==> src/rtl/smb_pkg.sv <==
package smb_pkg;
  localparam int BYTE_W = 8;
  localparam int ADDR_W = 7;
  localparam int CNT_W  = $clog2(BYTE_W + 1);

  typedef enum logic [2:0] {
    ST_IDLE,
    ST_ADDR,
    ST_ACK,
    ST_RX,
    ST_TX,
    ST_TXACK
  } smbState_t;

  // strobes from control to datapath
  typedef struct packed {
    logic shiftIn;
    logic loadTx;
    logic shiftTx;
    logic loadPtr;
    logic writeReg;
  } dpCtl_t;
endpackage

==> src/rtl/smb_datapath.sv <==
module smb_datapath
  import smb_pkg::*;
#(
  parameter int               SYNC_STAGES = 2,
  parameter logic [ADDR_W-1:0] DEV_ADDR   = 7'h2A
) (
  input  logic              clk,
  input  logic              rstN,
  input  logic              sclIn,
  input  logic              sdaIn,
  input  dpCtl_t            ctl,
  input  logic [BYTE_W-1:0] regRdata,
  output logic              sclLvl,
  output logic              sclRise,
  output logic              sclFall,
  output logic              startEv,
  output logic              stopEv,
  output logic              addrMatch,
  output logic              rwBit,
  output logic              txBit,
  output logic [BYTE_W-1:0] shiftByte,
  output logic [BYTE_W-1:0] ptr
);
  logic [SYNC_STAGES-1:0] sclChain, sdaChain;
  logic sclS, sdaS, sclP, sdaP;
  logic [BYTE_W-1:0] shiftQ, ptrQ;

  // input synchronisers, reset to the idle (released) bus level
  always_ff @(posedge clk) begin
    if (!rstN) begin
      sclChain <= '1;
      sdaChain <= '1;
      sclP     <= 1'b1;
      sdaP     <= 1'b1;
    end else begin
      sclChain <= {sclChain[SYNC_STAGES-2:0], sclIn};
      sdaChain <= {sdaChain[SYNC_STAGES-2:0], sdaIn};
      sclP     <= sclS;
      sdaP     <= sdaS;
    end
  end

  assign sclS    = sclChain[SYNC_STAGES-1];
  assign sdaS    = sdaChain[SYNC_STAGES-1];
  assign sclLvl  = sclS;
  assign sclRise = sclS & ~sclP;
  assign sclFall = ~sclS & sclP;
  assign startEv = sclS & sclP & sdaP & ~sdaS;
  assign stopEv  = sclS & sclP & ~sdaP & sdaS;

  // one shift register serves receive and transmit
  always_ff @(posedge clk) begin
    if (!rstN) begin
      shiftQ <= '0;
      ptrQ   <= '0;
    end else begin
      if (ctl.shiftIn)      shiftQ <= {shiftQ[BYTE_W-2:0], sdaS};
      else if (ctl.loadTx)  shiftQ <= regRdata;
      else if (ctl.shiftTx) shiftQ <= {shiftQ[BYTE_W-2:0], 1'b1};
      if (ctl.loadPtr)      ptrQ   <= shiftQ;
    end
  end

  assign addrMatch = (shiftQ[BYTE_W-1:1] == DEV_ADDR);
  assign rwBit     = shiftQ[0];
  assign txBit     = shiftQ[BYTE_W-1];
  assign shiftByte = shiftQ;
  assign ptr       = ptrQ;
endmodule

==> src/rtl/smb_ctrl.sv <==
module smb_ctrl
  import smb_pkg::*;
(
  input  logic      clk,
  input  logic      rstN,
  input  logic      sclRise,
  input  logic      sclFall,
  input  logic      startEv,
  input  logic      stopEv,
  input  logic      addrMatch,
  input  logic      rwBit,
  input  logic      txBit,
  output dpCtl_t    ctl,
  output logic      sdaOe,
  output smbState_t state
);
  localparam logic [CNT_W-1:0] BIT_LAST = CNT_W'(BYTE_W);
  localparam logic [CNT_W-1:0] TX_LAST  = CNT_W'(BYTE_W - 1);

  smbState_t stateQ, stateN;
  logic [CNT_W-1:0] bitCnt, bitCntN;
  logic [1:0] byteCnt, byteCntN;
  logic ackOn, ackOnN, isRead, isReadN;

  always_ff @(posedge clk) begin
    if (!rstN) begin
      stateQ  <= ST_IDLE;
      bitCnt  <= '0;
      byteCnt <= '0;
      ackOn   <= 1'b0;
      isRead  <= 1'b0;
    end else begin
      stateQ  <= stateN;
      bitCnt  <= bitCntN;
      byteCnt <= byteCntN;
      ackOn   <= ackOnN;
      isRead  <= isReadN;
    end
  end

  always_comb begin
    stateN   = stateQ;
    bitCntN  = bitCnt;
    byteCntN = byteCnt;
    ackOnN   = ackOn;
    isReadN  = isRead;
    ctl      = '0;
    if (stopEv) begin
      stateN = ST_IDLE;
    end else if (startEv) begin
      stateN   = ST_ADDR;
      bitCntN  = '0;
      byteCntN = '0;
    end else begin
      case (stateQ)
        ST_ADDR: begin
          if (sclRise && bitCnt != BIT_LAST) begin
            ctl.shiftIn = 1'b1;
            bitCntN     = bitCnt + 1'b1;
          end else if (sclFall && bitCnt == BIT_LAST) begin
            if (addrMatch) begin
              stateN  = ST_ACK;
              ackOnN  = 1'b1;
              isReadN = rwBit;
            end else begin
              stateN = ST_IDLE;
            end
          end
        end
        ST_ACK: begin
          if (sclFall) begin
            bitCntN = '0;
            if (isRead) begin
              stateN     = ST_TX;
              ctl.loadTx = 1'b1;
            end else begin
              stateN = ST_RX;
            end
          end
        end
        ST_RX: begin
          if (sclRise && bitCnt != BIT_LAST) begin
            ctl.shiftIn = 1'b1;
            bitCntN     = bitCnt + 1'b1;
          end else if (sclFall && bitCnt == BIT_LAST) begin
            stateN = ST_ACK;
            if (byteCnt == 2'd0) begin
              ctl.loadPtr = 1'b1;
              ackOnN      = 1'b1;
            end else if (byteCnt == 2'd1) begin
              ctl.writeReg = 1'b1;
              ackOnN       = 1'b1;
            end else begin
              ackOnN = 1'b0;
            end
            if (byteCnt != 2'd2) byteCntN = byteCnt + 1'b1;
          end
        end
        ST_TX: begin
          if (sclFall) begin
            if (bitCnt == TX_LAST) begin
              stateN = ST_TXACK;
            end else begin
              ctl.shiftTx = 1'b1;
              bitCntN     = bitCnt + 1'b1;
            end
          end
        end
        ST_TXACK: begin
          if (sclFall) stateN = ST_IDLE;
        end
        default: ;
      endcase
    end
  end

  assign sdaOe = ((stateQ == ST_ACK) && ackOn) || ((stateQ == ST_TX) && !txBit);
  assign state = stateQ;
endmodule

==> src/rtl/smb_byte_slave.sv <==
module smb_byte_slave
  import smb_pkg::*;
#(
  parameter int               SYNC_STAGES = 2,
  parameter logic [ADDR_W-1:0] DEV_ADDR   = 7'h2A
) (
  input  logic              clk,
  input  logic              rstN,
  input  logic              sclIn,
  input  logic              sdaIn,
  output logic              sdaOe,
  output logic [BYTE_W-1:0] regAddr,
  output logic [BYTE_W-1:0] regWdata,
  output logic              regWe,
  output logic              regRe,
  input  logic [BYTE_W-1:0] regRdata
);
  dpCtl_t    ctl;
  smbState_t ctrlState;
  logic sclLvl, sclRise, sclFall, startEv, stopEv;
  logic addrMatch, rwBit, txBit;

  smb_datapath #(.SYNC_STAGES(SYNC_STAGES), .DEV_ADDR(DEV_ADDR)) u_dp (
    .clk(clk), .rstN(rstN), .sclIn(sclIn), .sdaIn(sdaIn), .ctl(ctl),
    .regRdata(regRdata), .sclLvl(sclLvl), .sclRise(sclRise), .sclFall(sclFall),
    .startEv(startEv), .stopEv(stopEv), .addrMatch(addrMatch), .rwBit(rwBit),
    .txBit(txBit), .shiftByte(regWdata), .ptr(regAddr)
  );

  smb_ctrl u_ctrl (
    .clk(clk), .rstN(rstN), .sclRise(sclRise), .sclFall(sclFall),
    .startEv(startEv), .stopEv(stopEv), .addrMatch(addrMatch), .rwBit(rwBit),
    .txBit(txBit), .ctl(ctl), .sdaOe(sdaOe), .state(ctrlState)
  );

  assign regWe = ctl.writeReg;
  assign regRe = ctl.loadTx;
endmodule

==> config.mk <==
export PLATFORM = sky130hd
export DESIGN_NAME = smb_byte_slave
export DESIGN_NICKNAME = d
export VERILOG_FILES = /design/src/rtl/smb_pkg.sv /design/src/rtl/smb_datapath.sv /design/src/rtl/smb_ctrl.sv /design/src/rtl/smb_byte_slave.sv
export SDC_FILE = /design/constraint.sdc
export NUM_CORES = 1
export LEC_CHECK = 0
export BUFFER_PORTS_ARGS = -buffer_cell sky130_fd_sc_hd__buf_2
export CELL_PAD_IN_SITES_DETAIL_PLACEMENT = 1
export CELL_PAD_IN_SITES_GLOBAL_PLACEMENT = 2
export CORE_MARGIN = 2
export CORE_UTILIZATION = 30
export CTS_CLUSTER_SIZE = 20
export DETAILED_ROUTE_END_ITERATION = 12
export GPL_TIMING_DRIVEN = 0
export PLACE_DENSITY_LB_ADDON = 0.1
export SLEW_MARGIN = 0
export SYNTH_ARGS = -nofsm -noshare
export SYNTH_HDL_FRONTEND = slang
export SYNTH_HIERARCHICAL = 1
export SYNTH_SLANG_ARGS = --single-unit
==> constraint.sdc <==
create_clock -name clk -period 2.2 [get_ports clk]
set_input_delay 0.11 -clock clk [delete_from_list [all_inputs] [get_ports clk]]
set_output_delay 0.11 -clock clk [all_outputs]
set_load 0.02 [all_outputs]
==> results of run 1 <==
[synth_stat cells, types with 4 or more instances]
master / count
a211oi_1: 4
a21oi_1: 6
a31oi_1: 9
clkbuf_1: 5
dfxtp_1: 33
ha_1: 5
inv_1: 11
mux2i_1: 11
nand2_1: 26
nand2b_1: 10
nand3_1: 5
nor2_1: 10
nor2b_1: 13
o21ai_0: 8
[timing repair]
| action | in CTS | in global routing |
|---|---|---|
| setup buffers | 0 | 4 |
| hold endpoints to repair | 2 | 0 |
| setup endpoints to repair | 8 | 18 |
| resized for setup | 3 | 10 |
| pin swaps | 0 | 1 |
| hold buffers | 2 | 0 |
[layer usage]
metal  routed length (um)  track usage, %  part of all wire (%)  vias to the layer above
li1                     -               -                     -                      801
met1                 2230            20.0                    46                      768
met2                 2320            26.0                    48                       26
met3                  204            3.93                   4.2                        7
met4                   63            5.93                   1.3                        0
met5                    0               0                     0                        -
[per-stage QoR]
stage | total power, mW | setup slack [ps] | hold WS (ps) | utilization (%) | std cells
after floorplan | 0.663 | 209 | 183 | - | 204
after global placement | 0.690 | -136 | 293 | 35.9 | 306
after detailed placement | 0.689 | -95.6 | 298 | 35.9 | 306
after CTS | 1.31 | 23.4 | 41.0 | 38.6 | 316
after global routing | 1.36 | -14.7 | 41.7 | 39.6 | 320
final | 1.29 | 174 | 45.0 | 39.6 | 320
[flip-flops by register name (all words and copies together), names as in the netlist]
register and flops:
u_ctrl/state 3, u_dp/sclChain 2, u_ctrl/isRead 1, u_dp/sdaP 1
u_ctrl/byteCnt 2, u_dp/sdaChain 2, u_dp/sclP 1, u_ctrl/ackOn 1
u_ctrl/bitCnt 4, u_dp/ptr 8, u_dp/shiftByte 8
[where the power goes]
| part | internal [mW] | switching (mW) | total, mW |
|---|---|---|---|
| clock network | 0.368 | 0.242 | 0.611 |
| registers | 0.603 | 0.00456 | 0.608 |
| logic | 0.0338 | 0.0410 | 0.0749 |
| total | 1.01 | 0.288 | 1.29 |
[cells by family (layout without fill, tap and decap cells)]
logic type	Yosys count	count (layout)	share of synthesized area, %
adder cells (fa/ha/maj)	5	5	3.55
AO/OA/AOI/OAI	41	41	16.2
AND/OR/NAND/NOR	90	90	29.8
multiplexers	12	12	6.88
buffers and inverters	23	67	6.10
flip-flops	33	33	37.4
[how the worst min path moves through the flow]
stage	from	end	slack [ps]	cells past startpoint
4_1_cts	rstN	u_dp/sdaP	40	2
2_1_floorplan	rstN	u_dp/sclP	180	1
6_report	rstN	u_dp/sclP	50	2
5_1_grt	rstN	u_dp/sclP	40	2
3_5_place_dp	sclIn	u_dp/sclChain[0]	300	2
3_3_place_gp	sdaIn	u_dp/sdaChain[0]	290	2
[layout make-up]
cell class,instances,area [um^2],area share [%]
Clock inverter,2,37.5,1.69
Buffer,12,76.3,3.44
Clock buffer,6,82.6,3.72
Timing Repair Buffer,36,200,9.02
Multi-Input combinational cell,148,1030,46.4
Inverter,11,41.3,1.86
Sequential cell,33,661,29.8
Tap cell,72,90.1,4.06
[worst max-delay path, cell delays in order, from the launching register on]
cell and delay (ps):
dfxtp_1 380, nand2_1 120, nor3b_1 210, buf_4 180
nor2_2 60, nand2_1 120, nor3_2 70, or3_4 450
buf_6 160, o21ai_1 120, nor2_1 50
[cells in the final DEF, fill, tap and decap left out, types with 2 or more instances in the layout]
master         instances
dfxtp_1               33
buf_2                 31
nand2_1               26
inv_1                 11
nor2b_1               11
mux2i_1               11
nand2b_1              10
nor2_1                 9
a31oi_1                9
buf_4                  8
o21ai_0                8
clkbuf_8               6
a21oi_1                6
nand3_1                5
ha_1                   5
clkbuf_1               4
a211oi_1               4
and3_1                 3
or4b_1                 3
dlygate4sd3_1          2
nor3_2                 2
nand3b_1               2
nor3b_1                2
nor4_1                 2
o22ai_1                2
o32ai_1                2
nor2b_2                2
buf_6                  2
o21ai_2                2
==> results by group, run 1 <==
Timing
  – Worst-Margin Slew: 621 ps
  – Tmin final: 2030 ps
  – Final period util: 92.1%
  – Max-slew headroom: 58.3%
  – Slew Viols, Final: 0
  – TNS Setup: 0 ps
  – Skew final: 4.11 ps
  – Count of final hold-check violations: 0
  – Final Setup Violations: 0
  – Fmax: between 0.4 and 0.5 GHz

Logic synthesis
  – Post-Syn Nets: 221
  – Synth unique cells: 46
  – Synth area leader: dfxtp_1
  – Post-Syn Instances: 204
  – Register area share after synthesis: ~37%
  – Yosys Warn Count: 6
  – FFs w/ async S/R, synth: 0%
  – Largest cells by area after synthesis: dfxtp_1, mux2i_1, nand2_1
  – Syn Area/Cell: 8.65 um^2
  – Top_reg_cell synth: dfxtp_1
  – Post-Syn Area: roughly 1800 um^2
  – Share of the synthesized area in the top cell type: 37.4%
  – Post-synth EDFFs: 0
  – Register bit total from synthesis: 33

Drt
  – Post-route ant nets: 0
  – DR pass1 iterations: 4
  – DR WL/cell: 15.1 um
  – Via Count: 1602
  – Residual DRC: 0
  – Via density: about 5
  – Drt initial violations: 38
  – Post-Route WL: 4820 um

Worst setup path
  – CP Launch Type: flip-flop
  – RR Startpoint: u_dp/sclChain[1]
  – Worst setup EP type: flip-flop
  – Critical Path AT: 2210 ps
  – Required time worst endpoint: 2380 ps
  – Crit path capture: u_dp/shiftByte[0]
  – R2R Setup Slk: 170 ps
  – Crit path kind: reg2reg
  – R2R depth: 10
  – R2R Path End: u_dp/shiftByte[0]
  – Worst Setup SP: u_dp/sclChain[1]
  – Crit Path Max Fanout: 10

GRT
  – Vias in the first global route: roughly 1500
  – Total GRT Usage: between 15 and 20%
  – Largest net degree at the start of global routing: 12
  – Initial antenna violation count: 0
  – First-pass GRT wire length: about 7800 um
  – GR Overflow Total: 0

Place
  – IO Port Bufs: 30
  – Placement Cell Area: 2010 um^2
  – Detail Placement HPWL: around 3600 um
  – Final GP Congestion: between 0.7 and 0.8

Die
  – Die X: 80.7 um
  – Row count: 27
  – Die area: 6510 um^2
  – Die height: 80.7 um
  – Initial Utilization: 31.5%
  – Core area: approximately 5600 um^2
  – Top-level port count: 31

Finish
  – Design area: around 2200 um^2
  – Diode count: 0
  – Final #Nets: 264
  – Fillers: 701
  – Layout cells sized above 1: 26.6%
  – Area grow syn2layout: 25.8%

Clocking
  – Skew-Pair Late Insertion Delay: between 200 and 300 ps
  – Total CTS buffers: 5
  – CTS Root Cell: clkbuf_8
  – TritonCTS clock tree: built
  – CTS H-tree lvls: 2
  – CTS max path bufs: 2
  – CTS Sinks: 33
  – Worst-path clk slew: about 70 ps

Job
  – MaxCap Viol Count: 0

Power
  – Pwr/cell area: 583 nW/um^2
  – Maximum vdd drop: around 0.28 mV
  – Leakage: 0.806 nW

Status
  – Outcome: finished clean

Worst hold path
  – HP Class: in2reg
No activity file was read; power rests on OpenSTA's default activity.
==> inputs of run 2 (changes only) <==
--- a/config.mk
+++ b/config.mk
@@ -13,8 +13,7 @@
 export CTS_CLUSTER_SIZE = 20
 export DETAILED_ROUTE_END_ITERATION = 12
 export GPL_TIMING_DRIVEN = 0
-export PLACE_DENSITY_LB_ADDON = 0.1
-export SLEW_MARGIN = 0
+export PLACE_DENSITY = 0.84
 export SYNTH_ARGS = -nofsm -noshare
 export SYNTH_HDL_FRONTEND = slang
 export SYNTH_HIERARCHICAL = 1
==> run 2 against run 1 <==
Net effect: first-iteration DRC count rose to 2.7 times the previous value; largest power group is now registers; wire length fell by 4.4%; core utilization down 0.62 points; cell count decreased by 0.94%.
==> results by group, run 2 (synthesis gave the netlist of run 1 again) <==
Worst hold path
  – Hold path depth: 2 (unchanged)
  – HP Class: in2reg

Power
  – Clock power share: 45.0% (-2.2 points)
  – Share of total power in sequential cells: 49.1% (+2.1 points)
  – Leakage: 0.789 nW (-2.1%)
  – Pwr Total: 1.24 mW (-4.4%)
  – Maximum vdd drop: 0.327 mV (+17%)
  – Internal power: 0.965 mW (-4.0%)
  – Switch Pwr: 0.272 mW (-5.5%)
  – Pwr/cell area: 566 nW/um^2 (-2.8%)
  – Comb pwr share: 5.9% (about the same)
  – Sw frac: 22.0% (-0.27 points)

Clocking
  – Total CTS buffers: 5 (unchanged)
  – CTS Root Cell: clkbuf_8
  – Skew-Pair Late Insertion Delay: 290 ps (about the same)
  – TritonCTS clock tree: built
  – CTS H-tree lvls: 2 (unchanged)
  – CTS max path bufs: 2 (unchanged)
  – Worst-path clk slew: 70 ps (about the same)
  – CTS Sinks: 33 (unchanged)

GRT
  – First-pass GRT wire length: 7660 um (-2.1%)
  – Vias in the first global route: 1542 (+2.3%)
  – GR Overflow Total: 0 (unchanged)
  – Total GRT Usage: 15.5% (-0.34 points)
  – Largest net degree at the start of global routing: 11 (-1)
  – Initial antenna violation count: 0 (unchanged)

Die
  – Core area: 5610 um^2 (unchanged)
  – Row count: 27 (unchanged)
  – Initial Utilization: 31.5% (unchanged)
  – Die height: 80.7 um (unchanged)
  – Die area: 6510 um^2 (unchanged)
  – Die X: 80.7 um (unchanged)
  – Top-level port count: 31 (unchanged)

Finish
  – Layout cells sized above 1: 25.3% (-1.3 points)
  – Diode count: 0 (unchanged)
  – Area grow syn2layout: 23.8%
  – Fillers: 699 (-0.29%)
  – Non-filler cells, final: 317 (-0.94%)
  – Most frequent cells in the layout: dfxtp_1, buf_2, nand2_1
  – Design area: 2180 um^2 (-1.6%)
  – Multi-input logic area: 1030 um^2 (+0.24%)
  – Final Core Density: 39.0% (-0.62 points)
  – Commonest non-fill, non-tap cell in the layout: dfxtp_1
  – Final #Nets: 262 (-0.76%)
  – Reg area: 661 um^2 (unchanged)

Worst setup path
  – Critical Path AT: 2240 ps (+30 ps)
  – Crit Path Max Fanout: 10 (unchanged)
  – Required time worst endpoint: 2390 ps (about the same)
  – CP Launch Type: flip-flop
  – Crit path kind: reg2reg
  – Worst setup EP type: flip-flop
  – R2R depth: 9 (-1)

Timing
  – Tmin final: 2050 ps (+28.0 ps)
  – Skew final: 8.57 ps (+4.45 ps)
  – Max-slew headroom: 67.4% (+9.1 points)
  – Final period util: 93.4% (+1.3 points)
  – Fmax: 0.487 GHz (-1.4%)
  – Slew Viols, Final: 0 (unchanged)
  – Worst-Margin Slew: 486 ps (-135 ps)
  – Count of final hold-check violations: 0 (unchanged)
  – Final Setup Violations: 0 (unchanged)

Drt
  – Post-route ant nets: 0 (unchanged)
  – Via Count: 1574 (-1.7%)
  – Via density: 4.97 (-0.82%)
  – DR WL/cell: 14.5 um (-3.5%)
  – Drt initial violations: 101 (+170%)
  – Residual DRC: 0 (unchanged)
  – DR pass1 iterations: 4 (unchanged)
  – Post-Route WL: 4610 um (-4.4%)

Place
  – Final GP Congestion: 0.779 (+4.0%)
  – IO Port Bufs: 30 (unchanged)
  – Detail Placement HPWL: 3440 um (-3.2%)
  – Placed cells: 306 (unchanged)
  – Placement Cell Area: 2010 um^2 (unchanged)

Status
  – Outcome: finished clean

Job
  – MaxCap Viol Count: 0 (unchanged)
## run 2: changes by cell type in the layout (fill, tap and decap cells not counted)
cell and delta:
clkbuf_8 -1, nor2b_4 +1, clkinvlp_4 -1, clkinv_2 +1, buf_6 -1, buf_4 -3, buf_2 +1, nor2b_1 +1
nor2b_2 -2, clkbuf_4 +1
## run 2: stage by stage
| stage | setup WS [ps] | TNS, ps | hold slack (ps) |
|---|---|---|---|
| final | 146 | 0 | 40.3 |
| after global routing | -1.50 | -1.50 | 42.3 |
| after CTS | 45.6 | 0 | 33.3 |
| after detailed placement | -82.3 | -546 | 295 |
| after global placement | -77.9 | -521 | 290 |
| after floorplan | 209 | 0 | 183 |
## run 2: power by group through the flow
stage               Combinational, mW  Sequential, mW  Clock (mW)
floorplan                      0.0427           0.621           0
global placement               0.0658           0.621           0
detailed placement             0.0667           0.621           0
CTS                            0.0706           0.608       0.580
global route                   0.0809           0.608       0.598
finish                         0.0729           0.608       0.556
## run 2: worst paths after layout
path                         start                 to  slack, ps
setup / recovery  u_dp/sclChain[1]  u_dp/shiftByte[0]        150
hold / removal                rstN          u_dp/sdaP         40
setup reg to reg  u_dp/sclChain[1]  u_dp/shiftByte[0]        150
hold reg to reg   u_dp/sdaChain[0]   u_dp/sdaChain[1]        400
## run 2: metal layers
layer	vias up	share of wire, %	global-route usage [%]
li1	795	-	-
met1	753	51	20.8
met2	22	45	23.9
met3	4	2.7	3.71
met4	0	1.6	6.10
met5	-	0	0
## run 2: what timing repair did
action | in CTS | in global routing
buffers inserted | 0 | 2
pin swaps | 0 | 1
hold buffers | 2 | 0
endpoints found under the setup margin | 8 | 19
endpoints found under the hold margin | 2 | 0
gates resized for setup | 3 | 6
## run 2: cell type report
type / instances / share of cell area [%]
Tap cell: 72 / 4.12
Buffer: 12 / 3.21
Multi-Input combinational cell: 148 / 47.3
Clock buffer: 5 / 3.15
Timing Repair Buffer: 34 / 8.48
Sequential cell: 33 / 30.2
Inverter: 11 / 1.89
Clock inverter: 2 / 1.60
## run 2: worst max-delay path, cell delays in order (launching register included)
cell and delay [ps]:
dfxtp_1 360, nand2_1 110, nor3b_1 180, buf_2 250
or2_2 200, nor2_1 110, or3_4 420, buf_6 160
o21ai_1 120, nor2_1 50
==> inputs of run 3 (changes only) <==
--- a/config.mk
+++ b/config.mk
@@ -6,14 +6,12 @@
 export NUM_CORES = 1
 export LEC_CHECK = 0
 export BUFFER_PORTS_ARGS = -buffer_cell sky130_fd_sc_hd__buf_2
-export CELL_PAD_IN_SITES_DETAIL_PLACEMENT = 1
-export CELL_PAD_IN_SITES_GLOBAL_PLACEMENT = 2
 export CORE_MARGIN = 2
-export CORE_UTILIZATION = 30
+export CORE_UTILIZATION = 35
 export CTS_CLUSTER_SIZE = 20
 export DETAILED_ROUTE_END_ITERATION = 12
 export GPL_TIMING_DRIVEN = 0
-export PLACE_DENSITY = 0.84
+export PLACE_DENSITY = 0.65
 export SYNTH_ARGS = -nofsm -noshare
 export SYNTH_HDL_FRONTEND = slang
 export SYNTH_HIERARCHICAL = 1
==> run 3 against run 2 <==
Net effect: wire length is 13% lower; combinational power hardly changed; worst setup slack better by 12 ps; sequential power hardly changed; cell area hardly changed; sequential share of layout area hardly changed; via count is 0.13% lower; critical path type unchanged.
==> results by group, run 3 (synthesis gave the netlist of run 1 again) <==
Worst setup path
  – Required time worst endpoint: 2390 ps (about the same)
  – RR Startpoint: u_dp/sclChain[1]
  – R2R depth: 9 (unchanged)
  – Crit Path Max Fanout: 8 (-2)
  – Worst setup EP type: flip-flop
  – R2R Setup Slk: 160 ps (about the same)
  – CP Launch Type: flip-flop
  – Critical Path AT: 2230 ps (about the same)
  – R2R Path End: u_dp/ptr[1]
  – Crit path kind: reg2reg

Timing
  – Tmin final: 2040 ps (-11.6 ps)
  – Unrepaired setup endpoints after global routing: true
  – Slew Viols, Final: 0 (unchanged)
  – Fmax: 0.490 GHz (+0.57%)
  – Skew final: 4.11 ps (-4.46 ps)
  – Max-slew headroom: 70.5% (+3.1 points)
  – Final Setup Violations: 0 (unchanged)
  – Final period util: 92.9% (-0.53 points)
  – TNS Setup: 0 ps (unchanged)
  – Worst-Margin Slew: 440 ps (-46.2 ps)
  – Count of final hold-check violations: 0 (unchanged)

Drt
  – DR WL/cell: 12.7 um (-12%)
  – Residual DRC: 0 (unchanged)
  – DR pass1 iterations: 4 (unchanged)
  – Post-Route WL: 4010 um (-13%)
  – Via density: 4.99 (+0.51%)
  – Drt initial violations: 77 (-24%)
  – Via Count: 1572 (-0.13%)
  – Post-route ant nets: 0 (unchanged)

Worst hold path
  – HP Class: in2reg
  – Hold path startpoint: rstN
  – Hold endpoint: u_dp/sdaP
  – Hold path depth: 2 (unchanged)

Die
  – Initial Utilization: 36.9% (+5.4 points)
  – Top-level port count: 31 (unchanged)
  – Die area: 5620 um^2 (-14%)
  – Die height: 75.0 um (-7.1%)
  – Die X: 75.0 um (-7.1%)
  – Row count: 25 (-7.4%)
  – Core area: 4790 um^2 (-15%)

Place
  – Detail Placement HPWL: 2860 um (-17%)
  – IO Port Bufs: 30 (unchanged)
  – Placement Cell Area: 2010 um^2 (-0.31%)
  – Final GP Congestion: 0.813 (+4.4%)

GRT
  – Vias in the first global route: 1413 (-8.4%)
  – First-pass GRT wire length: 6640 um (-13%)
  – Initial antenna violation count: 0 (unchanged)
  – Total GRT Usage: 15.6% (+0.11 points)
  – GR Overflow Total: 0 (unchanged)
  – Largest net degree at the start of global routing: 12 (+1)

Finish
  – Most frequent cells in the layout: dfxtp_1, buf_2, nand2_1
  – Design area: 2180 um^2 (about the same)
  – Layout cells sized above 1: 25.8% (+0.50 points)
  – Area grow syn2layout: 23.8% (about the same)
  – Final #Nets: 264 (+0.76%)
  – Diode count: 0 (unchanged)
  – Commonest non-fill, non-tap cell in the layout: dfxtp_1

Power
  – Maximum vdd drop: 0.464 mV (+42%)
  – Leakage: 0.797 nW (+0.99%)
  – Pwr Total: 1.17 mW (-5.2%)
  – Pwr/cell area: 537 nW/um^2 (-5.2%)

Job
  – MaxCap Viol Count: 0 (unchanged)

Clocking
  – CTS H-tree lvls: 2 (unchanged)
  – CTS Root Cell: clkbuf_8
  – Skew-Pair Late Insertion Delay: 300 ps (about the same)
  – Total CTS buffers: 5 (unchanged)
  – CTS Sinks: 33 (unchanged)
  – TritonCTS clock tree: built
  – CTS max path bufs: 2 (unchanged)
  – Worst-path clk slew: 70 ps (about the same)

Status
  – Outcome: finished clean
run 3: critical path, cell delays in order (launching register included):
cell,delay (ps)
dfxtp_1,330
nand2_1,130
nor3b_1,70
buf_4,150
or2_2,320
nor3_1,260
and3_1,200
clkbuf_4,220
mux2i_1,210
nor2b_1,60
run 3: how the worst max path moves through the flow:
stage / start / to / slack (ps) / cells after the start
floorplan: u_dp/sdaChain[1] / u_dp/shiftByte[0] / 210 / 9
global placement: u_dp/sclChain[1] / u_dp/shiftByte[0] / -30 / 10
detailed placement: u_dp/sclChain[1] / u_dp/shiftByte[6] / -70 / 10
CTS: u_dp/sclChain[1] / u_dp/shiftByte[6] / 50 / 10
global route: u_dp/sclChain[1] / u_dp/ptr[5] / -2 / 9
finish: u_dp/sclChain[1] / u_dp/ptr[1] / 160 / 9
run 3: cell type report:
cell class	instances	area (um^2)
inverter	11	41.3
timing repair buffer	36	200
clock buffer	6	82.6
multi-input combinational	148	1030
tap	67	83.8
buffer	12	72.6
clock inverter	2	13.8
sequential	33	661
fill	475	2600
run 3: per-stage QoR:
| stage | std cells | setup WS, ps | hold slack [ps] | util, % |
|---|---|---|---|---|
| final | 315 | 157 | 30.1 | 45.6 |
| after global routing | 315 | -2.47 | 32.9 | 45.6 |
| after CTS | 311 | 52.8 | 26.4 | 44.6 |
| after detailed placement | 301 | -69.2 | 301 | 42.0 |
| after global placement | 301 | -32.0 | 291 | 42.0 |
| after floorplan | 204 | 209 | 183 | - |
run 3: what timing repair did:
action	CTS	global route
pin swaps	0	1
buffers inserted	0	4
resized for setup	3	7
endpoints found under the setup margin	8	18
hold buffers	2	0
hold endpoints to repair	2	0
run 3: report_power, final:
| group | total [mW] | switching, mW | internal [mW] | leakage (nW) |
|---|---|---|---|---|
| logic | 0.0727 | 0.0391 | 0.0336 | 0.479 |
| registers | 0.608 | 0.00431 | 0.603 | 0.267 |
| clock network | 0.492 | 0.239 | 0.253 | 0.0512 |
run 3: routing by layer:
metal	share of wire, %	GRT usage (%)	vias up
met5	0	0	-
met4	2.7	9.52	0
met3	4.8	3.61	9
met2	43	22.4	31
met1	50	21.2	728
li1	-	-	804
